<file path="config.mk">
export PLATFORM = sky130hd
export DESIGN_NAME = sup_reset_ctrl
export DESIGN_NICKNAME = d
export VERILOG_FILES = /design/src/rtl/sup_pkg.sv /design/src/rtl/sup_sync.sv /design/src/rtl/sup_mr_filter.sv /design/src/rtl/sup_rst_stretch.sv /design/src/rtl/sup_watchdog.sv /design/src/rtl/sup_reset_ctrl.sv
export SDC_FILE = /design/constraint.sdc
export NUM_CORES = 1
export LEC_CHECK = 0
export ABC_CLOCK_PERIOD_IN_PS = 2420
export BUFFER_PORTS_ARGS = -buffer_cell sky130_fd_sc_hd__buf_2
export CAP_MARGIN = 30
export CORE_ASPECT_RATIO = 1.4
export CORE_MARGIN = 10
export CORE_UTILIZATION = 25
export CTS_BUF_LIST = sky130_fd_sc_hd__clkbuf_8
export DETAILED_ROUTE_END_ITERATION = 16
export GPL_TIMING_DRIVEN = 0
export MAX_ROUTING_LAYER = met4
export SYNTH_ARGS = -nofsm -noshare
export SYNTH_HDL_FRONTEND = slang
export SYNTH_SLANG_ARGS = --single-unit
</file>
<file path="constraint.sdc">
create_clock -name clk -period 2.42 [get_ports clk]
set_input_delay 0.242 -clock clk [delete_from_list [all_inputs] [get_ports clk]]
set_output_delay 0.242 -clock clk [all_outputs]
set_load 0.005 [all_outputs]
</file>
<file path="src/rtl/sup_pkg.sv">
package sup_pkg;
  typedef enum logic {
    WD_ACT_FAULT_PIN = 1'b0,
    WD_ACT_SYS_RESET = 1'b1
  } wd_action_e;

  function automatic int unsigned cnt_width(input int unsigned n);
    return (n > 1) ? $clog2(n) : 1;
  endfunction
endpackage

</file>
<file path="src/rtl/sup_sync.sv">
module sup_sync #(
  parameter int unsigned STAGES    = 2,
  parameter logic        RESET_VAL = 1'b0
) (
  input  logic clk,
  input  logic arst_n,
  input  logic d,
  output logic q
);
  logic [STAGES-1:0] chain;

  always_ff @(posedge clk or negedge arst_n) begin
    if (!arst_n) chain[0] <= RESET_VAL;
    else         chain[0] <= d;
  end

  for (genvar i = 1; i < STAGES; i++) begin : g_stage
    always_ff @(posedge clk or negedge arst_n) begin
      if (!arst_n) chain[i] <= RESET_VAL;
      else         chain[i] <= chain[i-1];
    end
  end

  assign q = chain[STAGES-1];
endmodule

</file>
<file path="src/rtl/sup_mr_filter.sv">
module sup_mr_filter
  import sup_pkg::*;
#(
  parameter int unsigned WINDOW = 5
) (
  input  logic clk,
  input  logic arst_n,
  input  logic mr_n_sync,
  output logic mr_active
);
  localparam int unsigned CW = cnt_width(WINDOW);
  localparam logic [CW-1:0] LAST = CW'(WINDOW - 1);

  logic [CW-1:0] low_cnt;

  // Asserts only after WINDOW consecutive low samples; releases at once.
  always_ff @(posedge clk or negedge arst_n) begin
    if (!arst_n) begin
      low_cnt   <= '0;
      mr_active <= 1'b0;
    end else if (mr_n_sync) begin
      low_cnt   <= '0;
      mr_active <= 1'b0;
    end else if (!mr_active) begin
      if (low_cnt == LAST) mr_active <= 1'b1;
      else                 low_cnt   <= low_cnt + 1'b1;
    end
  end
endmodule

</file>
<file path="src/rtl/sup_rst_stretch.sv">
module sup_rst_stretch
  import sup_pkg::*;
#(
  parameter int unsigned HOLD = 8
) (
  input  logic clk,
  input  logic arst_n,
  input  logic cause,
  output logic rst_out
);
  localparam int unsigned CW = cnt_width(HOLD);
  localparam logic [CW-1:0] LAST = CW'(HOLD - 1);

  logic [CW-1:0] hold_cnt;

  always_ff @(posedge clk or negedge arst_n) begin
    if (!arst_n) begin
      hold_cnt <= '0;
      rst_out  <= 1'b1;
    end else if (cause) begin
      hold_cnt <= '0;
      rst_out  <= 1'b1;
    end else if (rst_out) begin
      if (hold_cnt == LAST) begin
        hold_cnt <= '0;
        rst_out  <= 1'b0;
      end else begin
        hold_cnt <= hold_cnt + 1'b1;
      end
    end
  end
endmodule

</file>
<file path="src/rtl/sup_watchdog.sv">
module sup_watchdog
  import sup_pkg::*;
#(
  parameter int unsigned PERIOD = 20
) (
  input  logic       clk,
  input  logic       arst_n,
  input  logic       strobe_sync,
  input  logic       inhibit,
  input  logic       hold_clear,
  input  wd_action_e action,
  output logic       reset_req,
  output logic       fault_n
);
  localparam int unsigned CW = cnt_width(PERIOD);
  localparam logic [CW-1:0] LAST = CW'(PERIOD - 1);

  logic [CW-1:0] wd_cnt;
  logic          strobe_q;
  logic          strobe_edge;

  assign strobe_edge = strobe_sync ^ strobe_q;

  always_ff @(posedge clk or negedge arst_n) begin
    if (!arst_n) begin
      wd_cnt    <= '0;
      strobe_q  <= 1'b0;
      reset_req <= 1'b0;
      fault_n   <= 1'b1;
    end else begin
      strobe_q  <= strobe_sync;
      reset_req <= 1'b0;
      if (hold_clear || inhibit || strobe_edge) begin
        wd_cnt  <= '0;
        fault_n <= 1'b1;
      end else if (!fault_n) begin
        wd_cnt <= '0;
      end else if (wd_cnt == LAST) begin
        wd_cnt <= '0;
        if (action == WD_ACT_SYS_RESET) reset_req <= 1'b1;
        else                            fault_n   <= 1'b0;
      end else begin
        wd_cnt <= wd_cnt + 1'b1;
      end
    end
  end
endmodule

</file>
<file path="src/rtl/sup_reset_ctrl.sv">
module sup_reset_ctrl
  import sup_pkg::*;
#(
  parameter int unsigned RST_TICKS    = 10_000_000,
  parameter int unsigned WD_TICKS     = 60_000_000,
  parameter int unsigned GLITCH_TICKS = 5,
  parameter int unsigned SYNC_STAGES  = 2
) (
  input  logic clk,
  input  logic por_n,
  input  logic supply_low,
  input  logic mrst_n,
  input  logic wd_strobe,
  input  logic wd_float,
  input  logic batt_mode,
  input  logic wd_pulse_mode,
  output logic sys_rst,
  output logic sys_rst_n,
  output logic wd_fault_n
);
  logic mr_n_s, strobe_s, mr_act, wd_req, rst_q;
  wd_action_e wd_action;

  assign wd_action = wd_action_e'(wd_pulse_mode);

  sup_sync #(.STAGES(SYNC_STAGES), .RESET_VAL(1'b1)) u_mr_sync (
    .clk(clk), .arst_n(por_n), .d(mrst_n), .q(mr_n_s)
  );

  sup_sync #(.STAGES(SYNC_STAGES), .RESET_VAL(1'b0)) u_strobe_sync (
    .clk(clk), .arst_n(por_n), .d(wd_strobe), .q(strobe_s)
  );

  sup_mr_filter #(.WINDOW(GLITCH_TICKS)) u_mr_filter (
    .clk(clk), .arst_n(por_n), .mr_n_sync(mr_n_s), .mr_active(mr_act)
  );

  sup_watchdog #(.PERIOD(WD_TICKS)) u_watchdog (
    .clk(clk), .arst_n(por_n), .strobe_sync(strobe_s),
    .inhibit(batt_mode | wd_float), .hold_clear(rst_q),
    .action(wd_action), .reset_req(wd_req), .fault_n(wd_fault_n)
  );

  sup_rst_stretch #(.HOLD(RST_TICKS)) u_stretch (
    .clk(clk), .arst_n(por_n), .cause(supply_low | mr_act | wd_req),
    .rst_out(rst_q)
  );

  assign sys_rst   = rst_q;
  assign sys_rst_n = ~rst_q;
endmodule

</file>
==> results.yml, run 1 <==
timing:
  min_period_over_period_pct: 95.1
  maxSlewHeadroom_pct: 48.9
  rsz0062_at_grt: "false"
  worst_slew_pin_slew_ps: 759
  clock_skew_ps: 9.85
  post-route-min-period_ps: 2300
  setup_tns_ps: 0
  hold_viol: 0
  maxSlewViolCount: 0
  fmax_ghz: 0.434
  setup_viol: 0
synth:
  yosysWarnings: 0
  ys_types: 47
  async_flop_share_pct: 100
  synth_ff_type: "dfrtp_1"
  synth_nets: 354
  ys_seq_area_share_pct: 48.6
  synth_area_um2: 3200
  synth.avg_cell_area_um2: 9.39
  synthCells: 341
  synth_edf_count: 0
  ys_ff_latch: 62
cts:
  cts.path.max_buffers: 2
  htreeDepth: 3
  cts_buffers: 9
  postCtsSetupRepairBufs: 0
  cts-root-buf: "clkbuf_8"
  clkSinkCount: 62
  cts_tree: "yes"
  clock_latency_ps: 360
  cts.clk_slew.worst_paths_ps: 70
final_layout:
  fill_cells: 1282
  design_area_um2: 3700
  fin_cells: 521
  fin_nets: 379
  diodes: 0
  layout_common_cells: "dfrtp_1 (58), nor2_1 (44), nand2_1 (41)"
  mostFrequentLayoutCell: "dfrtp_1"
  area_delta_synth_final_pct: 15.5
  drive_gt1_share_pct: 12.4
routing:
  vias_per_cell: 5.12
  drt-total-wl_um: 7610
  drcViolationCount: 0
  drt_iter0_markers: 186
  ant_nets: 0
  num_vias: 2670
  first_pass_iters: 4
  avgRoutedWirePerCell_um: 14.6
setup_path:
  slowest_stage: "or4_4"
  cp_slowest_stage_delay_ps: 590
  crit_family: "simple AND/OR/NAND/NOR gates"
  worstSetupPathType: "reg -> reg"
  crit_required_ps: 2660
  crit_chain: "or4_4 -> nor4_4 -> a211oi_4 -> buf_2 -> mux2_2"
  cp_num_buf_inv: 1
  cp-end-kind: "register"
  crit_path_max_fanout: 10
  cp.arrival_ps: 2550
  cp-start-kind: "register"
floorplanning:
  core_um2: 12400
  dieArea_um2: 17800
  initial_core_util_pct: 25.8
  ios: 11
  row_count: 48
  die_w_um: 116
  die_h_um: 154
global_route:
  track_usage_pct: 9.45
  antenna_found_initial: 0
  grt_pass1_vias: 2844
  grt_max_degree: 36
  grt-ovfl-total: 0
  grt_pass1_wl_um: 13200
power_and_ir_drop:
  internal_power_mw: 1.63
  switchingPower_mw: 0.558
  p_leak_nw: 1.47
  combPwrFrac_pct: 8.1
  switching_share_pct: 25.5
  sequentialPowerShare_pct: 50.5
  power_density_nw_per_um2: 592
  ir_drop_mv: 0.215
  pwr-share-clk_pct: 41.3
worst_hold_path:
  hold_class: "in -> reg"
place:
  hpwlAfterDp_um: 5420
  portBuffers: 10
  placedCellCount: 502
  globalplace.congestion: 0.854
  placed_area_um2: 3460
job:
  max-cap-violations: 0
run_status:
  status: "completed"
==> registers in the layout, summed over array words and instances (netlist names) <==
| register | count |
|---|---|
| u_watchdog.wd_cnt | 26 |
| u_stretch.hold_cnt | 24 |
| u_mr_filter.low_cnt | 3 |
| u_mr_filter.mr_active | 1 |
| u_mr_sync.chain | 1 |
| u_mr_sync.q | 1 |
| u_stretch.rst_out | 1 |
| u_strobe_sync.chain | 1 |
| u_strobe_sync.q | 1 |
| u_watchdog.fault_n | 1 |
| u_watchdog.reset_req | 1 |
| u_watchdog.strobe_q | 1 |
==> power by group through the flow <==
stage / clock (mW) / sequential [mW] / combinational, mW
after floorplan: 0 / 1.12 / 0.110
final: 0.906 / 1.11 / 0.178
after global placement: 0 / 1.12 / 0.162
after global routing: 0.995 / 1.11 / 0.209
after CTS: 0.935 / 1.11 / 0.180
after detailed placement: 0 / 1.13 / 0.174
==> cells by family after synthesis <==
kind of cell,Yosys count,synth area share (%)
fa+ha+maj,5,1.95
flops,62,48.6
mux,1,0.352
compound gates,44,8.55
xor+xnor,28,7.66
buf+inv,21,2.93
simple gates,180,30.0
==> what timing repair did <==
item / in CTS / in global routing
gates resized for setup: 1 / 2
pin swaps: 0 / 0
hold buffers: 3 / 0
endpoints found under the hold margin: 29 / 0
setup endpoints to repair: 1 / 9
==> tightest hold or removal path, stage by stage <==
cell     delay, ps
buf_2           90
nor3_1          70
nand2_1         60
==> Yosys cell counts, types with 2 or more instances <==
cell type,n,area share (%)
a21oi_1,15,2.3
a31oi_1,14,2.7
a41oi_1,2,0.55
and3_1,9,1.8
and4_1,3,0.82
buf_2,3,0.47
buf_4,3,0.70
clkbuf_1,7,0.82
dfrtp_1,58,45
dfstp_2,4,3.3
ha_1,5,2.0
inv_1,8,0.94
nand2_1,41,4.8
nand2b_1,4,0.78
nand3_1,24,3.8
nand4_1,19,3.7
nor2_1,44,5.2
nor3_1,5,0.78
nor4_1,5,0.98
o211ai_1,3,0.70
o21ai_0,4,0.63
or3_1,5,0.98
or4_1,4,0.94
or4b_1,3,0.94
xnor2_1,11,3.0
xor2_1,17,4.6
==> per-stage QoR <==
stage               util, %  setup slack [ps]  power, mW  hold WS [ps]
CTS                    29.7              92.2       2.22           137
floorplan                 -               363       1.23         -53.6
detailed placement     27.8              1.21       1.30           319
global route           29.8              29.1       2.32           148
global placement       27.7               108       1.29           349
finish                 29.8               118       2.19           146
==> cell type report <==
type | count | area [um2] | share of cell area, %
inverters | 8 | 30.0 | 0.812
plain buffers | 13 | 63.8 | 1.72
repair buffers | 14 | 100 | 2.71
clock inverters | 6 | 55.1 | 1.49
clock buffers | 10 | 138 | 3.72
well taps | 150 | 188 | 5.07
multi-input cells | 258 | 1570 | 42.4
flip-flops and latches | 62 | 1560 | 42.1
==> final timing paths <==
path / startpoint / to / slack, ps / cells after the start
max: u_stretch.hold_cnt[13]$_DFFE_PN0P_ / u_stretch.hold_cnt[0]$_DFFE_PN0P_ / 120 / 5
min: supply_low / u_stretch.rst_out$_DFF_PN1_ / 150 / 3
max reg2reg: u_stretch.hold_cnt[13]$_DFFE_PN0P_ / u_stretch.hold_cnt[0]$_DFFE_PN0P_ / 120 / 5
min reg2reg: u_mr_sync.chain[0]$_DFF_PN1_ / u_mr_sync.q$_DFF_PN1_ / 360 / 0
max in group asynchronous: por_n / u_mr_sync.chain[0]$_DFF_PN1_ / 1270 / 3
min in group asynchronous: por_n / u_stretch.hold_cnt[19]$_DFFE_PN0P_ / 450 / 2
==> layer usage <==
metal / vias up / part of all wire (%) / routed length (um) / GRT usage [%]
li1: 1279 / - / - / -
met1: 1310 / 44 / 3320 / 10.4
met2: 58 / 49 / 3720 / 14.7
met3: 23 / 4.5 / 341 / 2.88
met4: 0 / 3.0 / 232 / 5.62
met5: - / 0 / 0 / -
(Power assumes the default switching activity.)
==> inputs of run 2 (changes only) <==
--- a/config.mk
+++ b/config.mk
@@ -8,13 +8,16 @@
 export ABC_CLOCK_PERIOD_IN_PS = 2420
 export BUFFER_PORTS_ARGS = -buffer_cell sky130_fd_sc_hd__buf_2
 export CAP_MARGIN = 30
+export CELL_PAD_IN_SITES_DETAIL_PLACEMENT = 0
+export CELL_PAD_IN_SITES_GLOBAL_PLACEMENT = 1
 export CORE_ASPECT_RATIO = 1.4
-export CORE_MARGIN = 10
+export CORE_MARGIN = 2
 export CORE_UTILIZATION = 25
 export CTS_BUF_LIST = sky130_fd_sc_hd__clkbuf_8
 export DETAILED_ROUTE_END_ITERATION = 16
 export GPL_TIMING_DRIVEN = 0
 export MAX_ROUTING_LAYER = met4
+export PLACE_DENSITY_LB_ADDON = 0.1
 export SYNTH_ARGS = -nofsm -noshare
 export SYNTH_HDL_FRONTEND = slang
 export SYNTH_SLANG_ARGS = --single-unit
==> constraint.sdc (replaced) <==
create_clock -name clk -period 2.42 [get_ports clk]
set_input_delay 0.242 -clock clk [delete_from_list [all_inputs] [get_ports clk]]
set_output_delay 0.242 -clock clk [all_outputs]
set_load 0.02 [all_outputs]
==> run 2 against run 1 <==
Critical path type unchanged. Cell area up 0.20%. Clock skew is 5.8 ps higher. Highest routed layer unchanged. Largest cell class unchanged. The flow now finishes with violations (negative hold slack). Power increased by 3.8%.
==> results.yml, run 2 (synthesized netlist as in run 1, its figures left out) <==
setup_path:
  crit_family: "simple AND/OR/NAND/NOR gates"
  cp_num_buf_inv: 2
  cp-end-kind: "register"
  crit_chain: "or4b_2 -> nor4_4 -> buf_4 -> a21oi_2 -> buf_4 -> o211ai_1 -> nand3_1"
  crit_path_max_fanout: 10
  cp_common_cell: "buf_4"
  cp-start-kind: "register"
  worstSetupPathType: "reg -> reg"
  cp_slowest_stage_delay_ps: 730
  crit_required_ps: 2660
  cp.arrival_ps: 2530
  slowest_stage: "or4b_2"
cts:
  clkSinkCount: 62
  cts_buffers: 9
  cts_tree: "yes"
  cts.path.max_buffers: 2
  htreeDepth: 3
  cts.clk_slew.worst_paths_ps: 80
  cts-root-buf: "clkbuf_8"
  clock_latency_ps: 350
final_layout:
  top_register: "u_watchdog.wd_cnt"
  largest_reg_flops: 26
  drive_gt1_share_pct: 12.5
  reg_top3: "u_watchdog.wd_cnt x26, u_stretch.hold_cnt x24, u_mr_filter.low_cnt x3"
  diodes: 0
  final_util_pct: 29.8
  layout_common_cells: "dfrtp_1 (58), nor2_1 (44), nand2_1 (41)"
  design_area_um2: 3710
  mostFrequentLayoutCell: "dfrtp_1"
  fin_nets: 377
  area_delta_synth_final_pct: 15.7
global_route:
  antenna_found_initial: 0
  grt_max_degree: 63
  grt-ovfl-total: 0
  grt_pass1_vias: 2786
  track_usage_pct: 14.0
  grt_pass1_wl_um: 14500
routing:
  vias_per_cell: 4.93
  drcViolationCount: 0
  drt-total-wl_um: 8410
  first_pass_iters: 4
  wl_met1_um: 3450
  drt_iter0_markers: 90
  wl_met2_um: 4590
  routed-wl-met3_um: 191
  avgRoutedWirePerCell_um: 16.2
  num_vias: 2558
  ant_nets: 0
  top_layer_used: "met4"
timing:
  post-route-min-period_ps: 2300
  clock_skew_ps: 15.7
  setup_viol: 0
  holdWs_ps: -2.67
  hold_viol: 1
  min_period_over_period_pct: 95.0
  worst_slew_pin_slew_ps: 835
  maxSlewHeadroom_pct: 44.4
  fmax_ghz: 0.435
  setup_tns_ps: 0
  maxSlewViolCount: 0
worst_hold_path:
  hold_class: "in -> async"
place:
  portBuffers: 10
  placed_area_um2: 3440
  globalplace.congestion: 0.769
  hpwlAfterDp_um: 5970
power_and_ir_drop:
  ir_drop_mv: 0.209
  total_power_mw: 2.27
  power_density_nw_per_um2: 613
  p_leak_nw: 1.50
floorplanning:
  row_count: 48
  ios: 11
  die_w_um: 99.7
  dieArea_um2: 13700
  initial_core_util_pct: 25.8
  core_um2: 12400
  die_h_um: 138
run_status:
  status: "finished with violations"
  violations: "negative hold slack"
job:
  max-cap-violations: 0
-- run 2: final timing paths --
| check | depth (start not counted) | endpoint | slack [ps] | startpoint |
|---|---|---|---|---|
| worst max register to register | 7 | u_stretch.hold_cnt[19]$_DFFE_PN0P_ | 120 | u_stretch.hold_cnt[16]$_DFFE_PN0P_ |
| max in group asynchronous | 1 | u_watchdog.wd_cnt[20]$_DFF_PN0_ | 1870 | por_n |
| worst min-delay path | 1 | u_stretch.hold_cnt[10]$_DFFE_PN0P_ | -3 | por_n |
| worst min register to register | 0 | u_strobe_sync.q$_DFF_PN0_ | 350 | u_strobe_sync.chain[0]$_DFF_PN0_ |
| min in group clk | 3 | u_stretch.rst_out$_DFF_PN1_ | 190 | supply_low |
| worst max-delay path | 7 | u_stretch.hold_cnt[19]$_DFFE_PN0P_ | 120 | u_stretch.hold_cnt[16]$_DFFE_PN0P_ |
-- run 2: layer usage --
| metal | vias to the layer above | track usage [%] |
|---|---|---|
| met5 | - | - |
| met4 | 0 | 5.33 |
| met3 | 13 | 3.07 |
| met2 | 32 | 24.5 |
| met1 | 1250 | 15.7 |
| li1 | 1263 | - |
-- run 2: area by class of cell --
type                    count  area [um2]
plain buffers              12        68.8
clock buffers               9         124
clock inverters             7        82.6
fillers                  1320        8720
inverters                   8        30.0
multi-input cells         258        1580
flip-flops and latches     62        1560
well taps                 150         188
repair buffers             13        80.1
-- run 2: stage by stage --
step           hold WS (ps)  cells  setup WS, ps
5_1_grt                68.1    519         -2.00
4_1_cts                35.7    518          62.5
3_5_place_dp            335    501          -133
6_report              -2.67    519           122
2_1_floorplan         -53.6    341           363
3_3_place_gp            333    501          -222
-- run 2: repair_timing --
action,CTS,global route
pin swaps,0,1
setup endpoints to repair,17,31
endpoints found under the hold margin,2,0
setup buffers,0,1
gates cloned,0,0
hold buffers,2,0
resized for setup,3,6
-- run 2: power by group --
part	switching (mW)	total, mW	internal [mW]
clock	0.424	0.992	0.567
sequential	0.0345	1.11	1.07
combinational	0.108	0.175	0.0665
==> inputs of run 3 (changes only) <==
--- a/config.mk
+++ b/config.mk
@@ -12,7 +12,7 @@
 export CELL_PAD_IN_SITES_GLOBAL_PLACEMENT = 1
 export CORE_ASPECT_RATIO = 1.4
 export CORE_MARGIN = 2
-export CORE_UTILIZATION = 25
+export CORE_UTILIZATION = 39
 export CTS_BUF_LIST = sky130_fd_sc_hd__clkbuf_8
 export DETAILED_ROUTE_END_ITERATION = 16
 export GPL_TIMING_DRIVEN = 0
==> run 3 against run 2 <==
The flow still finishes with violations (negative hold slack). Utilization rose by 15 points. Count of clock-buffer cells in the layout rose by 2. Die area fell by 35%. Largest power group unchanged. Final cell count fell by 9.4%. Highest routed layer unchanged.
==> results.yml, run 3 (synthesized netlist as in run 1, its figures left out) <==
cts:
  cts_buffers: 9
  cts.path.max_buffers: 2
  clock_latency_ps: 360
  clkSinkCount: 62
  cts.clk_slew.worst_paths_ps: 70
  cts-root-buf: "clkbuf_8"
  cts_tree: "yes"
  htreeDepth: 3
floorplanning:
  die_w_um: 80.6
  ios: 11
  dieArea_um2: 8960
  initial_core_util_pct: 39.8
  die_h_um: 111
  row_count: 39
  core_um2: 8050
timing:
  holdWs_ps: -34.9
  maxSlewViolCount: 0
  setup_viol: 0
  hold_viol: 34
  rsz0062_at_grt: "false"
  maxSlewHeadroom_pct: 44.9
  setup_tns_ps: 0
  clock_skew_ps: 9.18
  worst_slew_pin_slew_ps: 826
  fmax_ghz: 0.434
  post-route-min-period_ps: 2310
  min_period_over_period_pct: 95.3
setup_path:
  cp_slowest_stage_delay_ps: 580
  reg2reg_to: "u_stretch.hold_cnt[0]$_DFFE_PN0P_"
  cp-endpoint: "u_stretch.hold_cnt[0]$_DFFE_PN0P_"
  cp.arrival_ps: 2550
  r2r_start: "u_stretch.hold_cnt[13]$_DFFE_PN0P_"
  crit_required_ps: 2660
  cp-start-kind: "register"
  cp-end-kind: "register"
  r2r_cells: 5
  crit_start: "u_stretch.hold_cnt[13]$_DFFE_PN0P_"
  worstSetupPathType: "reg -> reg"
  slowest_stage: "or4_4"
  rrSetupSlack_ps: 110
  crit_chain: "or4_4 -> nor4_4 -> a211oi_4 -> buf_2 -> mux2_2"
  crit_path_max_fanout: 10
routing:
  drt-total-wl_um: 7760
  ant_nets: 0
  first_pass_iters: 5
  num_vias: 2609
  drcViolationCount: 0
  avgRoutedWirePerCell_um: 16.5
  drt_iter0_markers: 141
  vias_per_cell: 5.55
power_and_ir_drop:
  total_power_mw: 2.22
  p_leak_nw: 1.49
  power_density_nw_per_um2: 612
  ir_drop_mv: 0.367
place:
  globalplace.congestion: 0.802
  placedCellCount: 453
  portBuffers: 10
  hpwlAfterDp_um: 5360
global_route:
  met1_usage_pct: 21.3
  antenna_found_initial: 0
  grt_max_degree: 63
  grt_pass1_vias: 2656
  grtUsageMet3_pct: 2.77
  grt_pass1_wl_um: 13000
  track_usage_pct: 19.6
  gr-usage-met2_pct: 33.9
  busiest_layer: "met2"
  grt-ovfl-total: 0
run_status:
  status: "finished with violations"
  violations: "negative hold slack"
final_layout:
  drive_gt1_share_pct: 12.5
  fin_nets: 376
  layout_common_cells: "dfrtp_1 (58), nor2_1 (44), nand2_1 (41)"
  largest_reg_flops: 26
  area_delta_synth_final_pct: 13.2
  top_register: "u_watchdog.wd_cnt"
  fin_cells: 470
  mostFrequentLayoutCell: "dfrtp_1"
  diodes: 0
  reg_top3: "u_watchdog.wd_cnt x26, u_stretch.hold_cnt x24, u_mr_filter.low_cnt x3"
worst_hold_path:
  hold_class: "in -> async"
job:
  max-cap-violations: 0
run 3: per-layer routing:
layer,part of all wire (%),up-vias
li1,-,1271
met1,41,1276
met2,54,48
met3,2.2,14
met4,2.8,0
met5,0,-
run 3: timing repair:
action                                  in CTS  in global routing
resized for setup                            2                  2
buffers inserted                             0                  0
endpoints found under the hold margin        2                  0
endpoints found under the setup margin      10                 13
hold buffers                                 2                  0
run 3: worst min-delay path by stage:
stage | slack (ps) | from | to
6_report | -30 | por_n | u_stretch.hold_cnt[10]$_DFFE_PN0P_
3_3_place_gp | 330 | u_strobe_sync.chain[0]$_DFF_PN0_ | u_strobe_sync.q$_DFF_PN0_
2_1_floorplan | -50 | por_n | u_mr_filter.low_cnt[0]$_DFFE_PN0P_
3_5_place_dp | 340 | u_strobe_sync.chain[0]$_DFF_PN0_ | u_strobe_sync.q$_DFF_PN0_
4_1_cts | 10 | por_n | u_stretch.hold_cnt[10]$_DFFE_PN0P_
5_1_grt | 30 | por_n | u_stretch.hold_cnt[13]$_DFFE_PN0P_
run 3: final cells by class:
class / instances / area [um2]
sequential: 62 / 1560
buffer: 12 / 60.1
fill: 814 / 4430
multi-input combinational: 258 / 1580
clock buffer: 11 / 151
clock inverter: 5 / 48.8
tap: 102 / 128
inverter: 8 / 30.0
timing repair buffer: 12 / 72.6
run 3: worst max-delay path, delay by kind of cell (launching register included):
kind            cells  cell delay, ps
simple gates        2            1010
flops               1             480
mux                 1             280
buf+inv             1             240
compound gates      1             180
run 3: report_power, final:
part           internal, mW  total (mW)  switching [mW]  leakage, nW
clock                 0.523       0.943           0.421        0.110
sequential             1.07        1.11          0.0352        0.841
combinational        0.0636       0.168           0.105        0.535
run 3: metrics by stage:
stage          hold slack, ps  area [um2]  util [%]  worst slack (ps)
3_5_place_dp              341        3380      42.0             -71.4
5_1_grt                  28.8        3620      45.0             0.869
4_1_cts                  15.0        3620      44.9              21.2
3_3_place_gp              333        3380      42.0             -74.6
2_1_floorplan           -53.6        3200         -               363
6_report                -34.9        3620      45.0               115
